[src/rtl/pll_solver_pkg.sv]
package pll_solver_pkg;

  typedef enum logic [0:0] {
    SOLVE_IDLE = 1'b0,
    SOLVE_BUSY = 1'b1
  } solve_state_t;

  // Post-divide factor per code; code 4 is the odd divide-by-three tap.
  function automatic logic [3:0] post_div_value(input logic [2:0] code);
    case (code)
      3'd0:    post_div_value = 4'd1;
      3'd1:    post_div_value = 4'd2;
      3'd2:    post_div_value = 4'd4;
      3'd3:    post_div_value = 4'd8;
      3'd4:    post_div_value = 4'd3;
      default: post_div_value = 4'd1;
    endcase
  endfunction

endpackage

[src/rtl/serial_divider.sv]
module serial_divider #(
  parameter int DW = 32
) (
  input  logic          clk,
  input  logic          rst_n,
  input  logic          start,
  input  logic [DW-1:0] dividend,
  input  logic [DW-1:0] divisor,
  output logic [DW-1:0] quotient,
  output logic          busy,
  output logic          done
);
  localparam int CW = $clog2(DW + 1);
  localparam logic [CW-1:0] CNT_LOAD = CW'(DW);

  logic [DW-1:0] rem_q, quo_q, dsr_q;
  logic [CW-1:0] cnt_q;
  logic          done_q;
  logic [DW:0]   shifted;
  logic [DW+1:0] diff;
  logic          fits;

  always_comb begin
    shifted = {rem_q, quo_q[DW-1]};
    diff    = {1'b0, shifted} - {2'b00, dsr_q};
    fits    = ~diff[DW+1];
  end

  always_ff @(posedge clk) begin
    if (!rst_n) begin
      rem_q  <= '0;
      quo_q  <= '0;
      dsr_q  <= '0;
      cnt_q  <= '0;
      done_q <= 1'b0;
    end else if (start && cnt_q == '0) begin
      rem_q  <= '0;
      quo_q  <= dividend;
      dsr_q  <= divisor;
      cnt_q  <= CNT_LOAD;
      done_q <= 1'b0;
    end else if (cnt_q != '0) begin
      rem_q  <= fits ? DW'(diff) : DW'(shifted);
      quo_q  <= {quo_q[DW-2:0], fits};
      cnt_q  <= cnt_q - 1'b1;
      done_q <= (cnt_q == CW'(1));
    end else begin
      done_q <= 1'b0;
    end
  end

  assign quotient = quo_q;
  assign busy     = (cnt_q != '0);
  assign done     = done_q;

  // completion strobe lasts one cycle
  a_r9_done_single: assert property (@(posedge clk) disable iff (!rst_n)
    done |=> !done);
  // completion only after the bit count has run out
  a_r9_done_idle: assert property (@(posedge clk) disable iff (!rst_n)
    done |-> !busy);
  // a start while busy does not reload the divisor
  a_r8_divisor_held: assert property (@(posedge clk) disable iff (!rst_n)
    (busy && $past(busy)) |-> $stable(dsr_q));

endmodule

[src/rtl/pll_post_select.sv]
module pll_post_select #(
  parameter int QW       = 32,
  parameter int LOW_LIM  = 128,
  parameter int HIGH_LIM = 2040,
  parameter int TOP_THR  = 1024,
  parameter int NUM_THR  = 3,
  parameter int FB_W     = 8
) (
  input  logic [QW-1:0]   q,
  output logic            out_of_range,
  output logic [1:0]      code,
  output logic [3:0]      real_div,
  output logic [FB_W-1:0] fb
);
  import pll_solver_pkg::*;

  localparam int QL  = $clog2(HIGH_LIM + 1);
  localparam int PRW = QL + 4;

  logic [NUM_THR-1:0] below;
  logic [PRW-1:0]     prod;

  for (genvar i = 0; i < NUM_THR; i++) begin : g_thr
    assign below[i] = (q < QW'(TOP_THR >> i));
  end

  always_comb begin
    out_of_range = (q < QW'(LOW_LIM)) || (q > QW'(HIGH_LIM));
    code         = 2'($countones(below));
    real_div     = post_div_value({1'b0, code});
    prod         = PRW'(q[QL-1:0]) * PRW'(real_div);
    fb           = FB_W'(prod >> 3);
  end

endmodule

[src/rtl/pll_div_solver.sv]
module pll_div_solver #(
  parameter int PER_W  = 16,
  parameter int RDIV_W = 8,
  parameter int DW     = 32
) (
  input  logic              clk,
  input  logic              rst_n,
  input  logic              req_valid,
  output logic              req_ready,
  input  logic [PER_W-1:0]  ref_period,
  input  logic [RDIV_W-1:0] ref_div,
  input  logic [PER_W-1:0]  tgt_period,
  output logic              res_valid,
  output logic              res_err,
  output logic [1:0]        post_code,
  output logic [3:0]        post_real,
  output logic [7:0]        fb_div
);
  import pll_solver_pkg::*;

  localparam int NUM_W = PER_W + RDIV_W + 2;

  solve_state_t  st_q;
  logic [NUM_W-1:0] num_w;
  logic          accept, tgt_zero, div_start;
  logic [DW-1:0] q_w;
  logic          div_busy, div_done;
  logic          sel_err;
  logic [1:0]    sel_code;
  logic [3:0]    sel_real;
  logic [7:0]    sel_fb;

  assign num_w     = (NUM_W'(ref_period) * NUM_W'(ref_div)) << 2;
  assign req_ready = (st_q == SOLVE_IDLE);
  assign accept    = req_valid && req_ready;
  assign tgt_zero  = (tgt_period == '0);
  assign div_start = accept && !tgt_zero;

  serial_divider #(.DW(DW)) u_div (
    .clk      (clk),
    .rst_n    (rst_n),
    .start    (div_start),
    .dividend (DW'(num_w)),
    .divisor  (DW'(tgt_period)),
    .quotient (q_w),
    .busy     (div_busy),
    .done     (div_done)
  );

  pll_post_select #(.QW(DW), .FB_W(8)) u_sel (
    .q            (q_w),
    .out_of_range (sel_err),
    .code         (sel_code),
    .real_div     (sel_real),
    .fb           (sel_fb)
  );

  always_ff @(posedge clk) begin
    if (!rst_n) begin
      st_q      <= SOLVE_IDLE;
      res_valid <= 1'b0;
      res_err   <= 1'b0;
      post_code <= '0;
      post_real <= '0;
      fb_div    <= '0;
    end else begin
      res_valid <= 1'b0;
      case (st_q)
        SOLVE_IDLE: begin
          if (accept && tgt_zero) begin
            res_valid <= 1'b1;
            res_err   <= 1'b1;
            post_code <= '0;
            post_real <= '0;
            fb_div    <= '0;
          end else if (accept) begin
            st_q <= SOLVE_BUSY;
          end
        end
        SOLVE_BUSY: begin
          if (div_done) begin
            st_q      <= SOLVE_IDLE;
            res_valid <= 1'b1;
            res_err   <= sel_err;
            post_code <= sel_err ? 2'd0 : sel_code;
            post_real <= sel_err ? 4'd0 : sel_real;
            fb_div    <= sel_err ? 8'd0 : sel_fb;
          end
        end
        default: st_q <= SOLVE_IDLE;
      endcase
    end
  end

  // a good result has a feedback divider in 128..255
  a_r6_fb_band: assert property (@(posedge clk) disable iff (!rst_n)
    (res_valid && !res_err) |-> fb_div[7]);
  // an error result carries no divider values
  a_r3_err_zeroes: assert property (@(posedge clk) disable iff (!rst_n)
    (res_valid && res_err) |-> (fb_div == 8'd0 && post_code == 2'd0 && post_real == 4'd0));
  // factor is the power of two named by the code
  a_r5_real_matches: assert property (@(posedge clk) disable iff (!rst_n)
    (res_valid && !res_err) |-> (post_real == (4'd1 << post_code)));
  // no new request is taken while the divider runs
  a_r8_not_ready_busy: assert property (@(posedge clk) disable iff (!rst_n)
    div_busy |-> !req_ready);
  // result strobe is a single cycle
  a_r9_valid_pulse: assert property (@(posedge clk) disable iff (!rst_n)
    res_valid |=> !res_valid);
  // outputs hold between results
  a_r10_hold: assert property (@(posedge clk) disable iff (!rst_n)
    !res_valid |-> ($stable(fb_div) && $stable(post_code) && $stable(post_real) && $stable(res_err)));

endmodule

[config.mk]
export PLATFORM = sky130hd
export DESIGN_NAME = pll_div_solver
export DESIGN_NICKNAME = d
export VERILOG_FILES = /design/src/rtl/pll_solver_pkg.sv /design/src/rtl/serial_divider.sv /design/src/rtl/pll_post_select.sv /design/src/rtl/pll_div_solver.sv
export SDC_FILE = /design/constraint.sdc
export NUM_CORES = 1
export LEC_CHECK = 0
export BUFFER_PORTS_ARGS = -buffer_cell sky130_fd_sc_hd__buf_2
export CAP_MARGIN = 20
export CELL_PAD_IN_SITES_DETAIL_PLACEMENT = 1
export CELL_PAD_IN_SITES_GLOBAL_PLACEMENT = 2
export CORE_ASPECT_RATIO = 0.75
export CORE_MARGIN = 3
export CORE_UTILIZATION = 39
export CTS_BUF_LIST = sky130_fd_sc_hd__clkbuf_2
export DETAILED_ROUTE_END_ITERATION = 10
export GPL_TIMING_DRIVEN = 0
export PLACE_DENSITY_LB_ADDON = 0.1
export SYNTH_ARGS = -nofsm -noshare
export SYNTH_HDL_FRONTEND = slang
export SYNTH_SLANG_ARGS = --single-unit
[constraint.sdc]
create_clock -name clk -period 7.55 [get_ports clk]
set_clock_uncertainty 0.2 [all_clocks]
set_input_delay 0.755 -clock clk [delete_from_list [all_inputs] [get_ports clk]]
set_output_delay 0.755 -clock clk [all_outputs]
set_load 0.02 [all_outputs]
==> results.toml, run 1 <==
[run_status]
outcome = "finished, final reports clean"

[place]
hpwl_um = 23900
routabilityCongestion = 0.818
numPortBuffers = 58
place_ws_ns = 1.02
dp_cells = 1629

[logic_synthesis]
async_flop_share_pct = 0
synth_area_leaders = "dfxtp_1 (21%), fa_1 (20%), ha_1 (8.9%)"
synth_area_leader_cell = "dfxtp_1"
synth_top_family_by_area = "adder cells"
synthXorXnorAreaFrac_pct = 4.44
yosysSeqAreaShare_pct = 20.7
synth_edf_count = 0
synth_compound_area_share_pct = 15.2
synthTopCellsByCount = "nand2_1 (185), inv_1 (135), dfxtp_1 (104), fa_1 (101), nor2_1 (96)"
yosysMostFrequentCell = "nand2_1"
yosysWarnings = 0
ys_seq_elements = 104
synthMuxAreaShare_pct = 0.522
synth_top_area_share_pct = 20.7
synthCells = 1232
netlist-cell-type-count = 69
synth_nets = 1448
avgSynthCellArea_um2 = 8.17
netlist_area_um2 = 10100
synthAdderAreaFrac_pct = 29.0
synth_ff_type = "dfxtp_1"
synthSimpleGateAreaFrac_pct = 22.2

[floorplan]
die-area_um2 = 27800
fp.dieW_um = 192
row_count = 50
die_h_um = 145
ios = 60
initial_utilization_pct = 40.0
core_area_um2 = 25100

[power_and_ir_drop]
vdd_drop_max_uv = 154
p_per_area_nw_per_um2 = 393
leakage_nw = 4.85
total_power_mw = 4.28

[final_layout]
layout-drive-gt1-share_pct = 7.80
antennaDiodeCount = 0
area_growth_pct = 8.10
final-seq-area_um2 = 2080
fillers = 3104
fin_cells = 1645
multi_input_area_um2 = 7190
layout.nets = 1518

[timing]
timing.setup.tns_ns = 0
rsz0062_at_grt = "false"
fin_crit_sh_pct = 87.4
worst_pin_slew_ns = 0.990
finalHoldViolCount = 0
slew_headroom_pct = 33.4
slew_viol_final = 0
period_needed_ns = 6.60
max_freq_mhz = 151
setup_viol_count_final = 0
worst_slack_ns = 0.949

[global_route]
grt_pass1_vias = 8947
grt-ovfl-total = 0
grt_pass1_wl_um = 48400
grt_start_max_net_pins = 19
grt.total_usage_pct = 21.7
antenna_found_initial = 0

[routing]
wl_per_cell_um = 18.0
remaining_drc_errors = 0
dr.pass1.iters = 5
final_antenna_net_count = 0
totalWireLength_um = 29600
via_per_inst = 5.35
vias = 8793
drtIter0Drc = 461

[cts]
path_clk_slew_ns = 0.34
cts_tree = "built"
insertion_delay_ns = 0.66
cts_buffers = 9
postCtsHoldBufs = 0
clock_sinks = 104
post_cts_buffers = 0
cts_root_buffer = "clkbuf_2"
htree_levels = 3
cts_resized = 0
cts_max_path_buffers = 2

[critical_path]
critPathMaxFanout = 10
r2r_slack_ns = 0.95
critPathKind = "reg -> reg"
crit_path_end_kind = "flop"
arrival_ns = 6.93
cp.required_ns = 7.88
critPathLaunchType = "flop"

[min_path]
min_path_type = "in -> reg"

[job]
maxCapViolations = 0
-- final cells by class --
class | count | area share [%]
clock inverter | 7 | 0.483
multi-input combinational | 936 | 66.1
inverter | 136 | 4.69
buffer | 56 | 2.59
timing repair buffer | 59 | 2.71
clock buffer | 9 | 0.414
tap | 338 | 3.89
sequential | 104 | 19.1
-- state kept, by name (all words and copies together), names as in the netlist --
register        count
u_div.quotient     32
u_div.rem_q        32
u_div.dsr_q        16
fb_div              8
u_div.cnt_q         6
post_real           4
post_code           2
res_err             1
res_valid           1
st_q                1
u_div.done          1
-- report_power, final --
part	leakage, nW	switching (mW)	internal, mW
combinational	3.94	1.90	1.25
sequential	0.851	0.157	0.702
clock	0.0651	0.217	0.0483
total	4.85	2.28	2.00
-- path summary, 6_finish.rpt --
path,from,endpoint,depth (start not counted)
worst max-delay path,u_div.quotient[22],fb_div[7],22
worst min-delay path,tgt_period[7],u_div.dsr_q[7],3
worst max register to register,u_div.quotient[22],fb_div[7],22
worst min register to register,u_div.dsr_q[11],u_div.dsr_q[11],2
-- logic make-up after synthesis --
group                    after synthesis
other                                  1
XOR/XNOR                              51
flip-flops                           104
buffers and inverters                192
AND/OR/NAND/NOR                      475
multiplexers                           5
AO/OA/AOI/OAI                        231
adder cells (fa/ha/maj)              173
-- critical path, stage by stage (launching register included) --
cell      delay [ns]
dfxtp_1         0.42
nor4_1          0.44
nand4_1         0.24
or4_1           0.54
nor4_1          0.31
fa_1            0.53
clkbuf_1        0.27
nor2b_1         0.61
nand2_1         0.16
fa_1            0.53
inv_1           0.05
fa_1            0.55
inv_1           0.06
fa_1            0.46
nor2b_1         0.13
o21ai_0         0.08
nand2b_1        0.11
a21oi_1         0.08
o21bai_1        0.20
a31oi_1         0.13
xnor2_1         0.14
a22oi_1         0.16
nor2_1          0.06
-- routing by layer --
layer	GRT usage (%)	share of wire (%)	vias up
met5	0	0	-
met4	1.87	0.36	0
met3	3.00	3.3	10
met2	31.9	42	124
met1	34.7	54	4426
li1	-	-	4233
-- placed cells by master, fill, tap and decap left out, drive strengths merged, types with 24 or more instances in the layout --
| master | Yosys | final |
|---|---|---|
| ha | 72 | 72 |
| a21oi | 76 | 76 |
| buf | 6 | 65 |
| a211oi | 26 | 26 |
| and2 | 73 | 73 |
| nand2 | 185 | 185 |
| clkbuf | 49 | 58 |
| dfxtp | 104 | 104 |
| inv | 135 | 139 |
| nor3 | 24 | 24 |
| xnor2 | 35 | 35 |
| fa | 101 | 101 |
| o21ai | 32 | 32 |
| nor2 | 96 | 96 |
-- metrics by stage --
| step | hold slack [ns] | area, um^2 | util [%] |
|---|---|---|---|
| 6_report | 0.115 | 10900 | 43.3 |
| 5_1_grt | 0.00810 | 10900 | 43.3 |
| 4_1_cts | 0.0508 | 10900 | 43.3 |
| 3_5_place_dp | 0.252 | 10800 | 42.9 |
| 3_3_place_gp | 0.244 | 10800 | 42.9 |
| 2_1_floorplan | 0.236 | 10100 | - |
Power figures use the tool's default switching activity.
==> run 2: changes to the inputs <==
- PLACE_DENSITY: unset -> 0.83
- PLACE_DENSITY_LB_ADDON: 0.1 -> unset
==> results.toml, run 2 (same netlist as run 1, synthesis figures left out) <==
[power_and_ir_drop]
vdd_drop_max_uv = 155
leakage_nw = 4.88
p_per_area_nw_per_um2 = 397

[run_status]
outcome = "finished, final reports clean"

[cts]
cts_root_buffer = "clkbuf_2"
path_clk_slew_ns = 0.34
cts_tree = "built"
clock_sinks = 104
cts_resized = 0
insertion_delay_ns = 0.66
htree_levels = 3
post_cts_buffers = 0
cts_buffers = 9
cts_max_path_buffers = 2
postCtsHoldBufs = 0

[critical_path]
crit_path_end_kind = "flop"
arrival_ns = 6.88
cp.required_ns = 7.84
critPathLaunchType = "flop"
slowest_stage = "nor2b_1"
critPathKind = "reg -> reg"
crit_top_cell = "fa_1"
critPathMaxFanout = 10
max_stage_delay_ns = 0.61
crit_chain = "nor4_1, nand4_1, or4_1, nor4_1, fa_1, clkbuf_1, nor2b_1, nand2_1, fa_1, inv_1, fa_1, inv_1, fa_1, nor2b_1, o21ai_0, nand2b_1, a21oi_1, o21bai_1, a31oi_1, xnor2_1, a22oi_1, nor2_1"

[global_route]
grt_pass1_vias = 9322
antenna_found_initial = 0
grt_start_max_net_pins = 18
grt_pass1_wl_um = 49400
grt-ovfl-total = 0
grt.total_usage_pct = 22.0

[timing]
worst_slack_ns = 0.962
worst_pin_slew_ns = 1.05
finalHoldViolCount = 0
setup_viol_count_final = 0
max_freq_mhz = 152
slew_viol_final = 0
slew_headroom_pct = 29.2
rsz0062_at_grt = "false"
timing.setup.tns_ns = 0
period_needed_ns = 6.59
fin_crit_sh_pct = 87.3

[place]
numPortBuffers = 58
post_dp_cell_area_um2 = 10800
place_ws_ns = 0.971
routabilityCongestion = 0.853
dp_cells = 1629
hpwl_um = 23600

[final_layout]
layout_common_cells = "nand2_1 (185), inv_1 (135), dfxtp_1 (104)"
area_growth_pct = 8.77
fin_area_um2 = 11000
layout-drive-gt1-share_pct = 7.88
final-seq-area_um2 = 2080
antennaDiodeCount = 0
multi_input_area_um2 = 7190
final_common_cell = "nand2_1"
fillers = 3158
layout.nets = 1518
fin_cells = 1645
final_core_util_pct = 43.5

[floorplan]
initial_utilization_pct = 40.0
core_area_um2 = 25100
die-area_um2 = 27800
row_count = 50
fp.dieW_um = 192
die_h_um = 145
ios = 60

[job]
maxCapViolations = 0

[routing]
totalWireLength_um = 29100
top_layer_used = "met4"
remaining_drc_errors = 0
drtIter0Drc = 400
dr.pass1.iters = 5
via_per_inst = 5.35
met1_length_um = 15200
wl_met3_um = 1080
met2_length_um = 12700
wl_per_cell_um = 17.7
vias = 8800
final_antenna_net_count = 0

[min_path]
min_path_type = "in -> reg"
run 2: worst max-delay path: cells and delay by family, from the launching register on:
kind / cells / cell delay (ns)
and+or+nand+nor: 9 / 2.57
xor gates and xnor gates: 1 / 0.13
DFF: 1 / 0.40
AOI/OAI and AO/OA: 5 / 0.65
adders and majority gates: 4 / 2.11
buffers and inverters: 3 / 0.40
run 2: routing by layer:
metal  track usage, %  vias up
li1                 -     4232
met1             33.8     4441
met2             33.2      113
met3             3.70       14
met4             2.46        0
met5                0        -
run 2: cell type report:
cell class	instances	share of cell area [%]
multi-input cells	936	65.7
flip-flops and latches	104	19.0
inverters	136	4.66
well taps	338	3.86
repair buffers	59	2.70
plain buffers	56	2.57
clock inverters	6	1.05
clock buffers	10	0.457
run 2: through the flow:
step / power, mW / hold slack (ns)
2_1_floorplan: 3.21 / 0.236
3_3_place_gp: 3.94 / 0.243
3_5_place_dp: 4.02 / 0.250
4_1_cts: 4.39 / 0.0687
5_1_grt: 4.88 / 0.0439
6_report: 4.35 / 0.114
run 2: power breakdown:
part / total, mW / internal, mW / switching, mW
sequential: 0.854 / 0.701 / 0.153
clock: 0.349 / 0.145 / 0.203
combinational: 3.14 / 1.26 / 1.89
total: 4.35 / 2.10 / 2.24
run 2: final timing paths:
check | startpoint | endpoint | slack, ns | depth (start not counted)
worst max-delay path | u_div.quotient[21] | fb_div[7] | 0.96 | 22
worst max register to register | u_div.quotient[21] | fb_div[7] | 0.96 | 22
worst min register to register | u_div.dsr_q[4] | u_div.dsr_q[4] | 0.28 | 2
worst min-delay path | tgt_period[15] | u_div.dsr_q[15] | 0.11 | 3
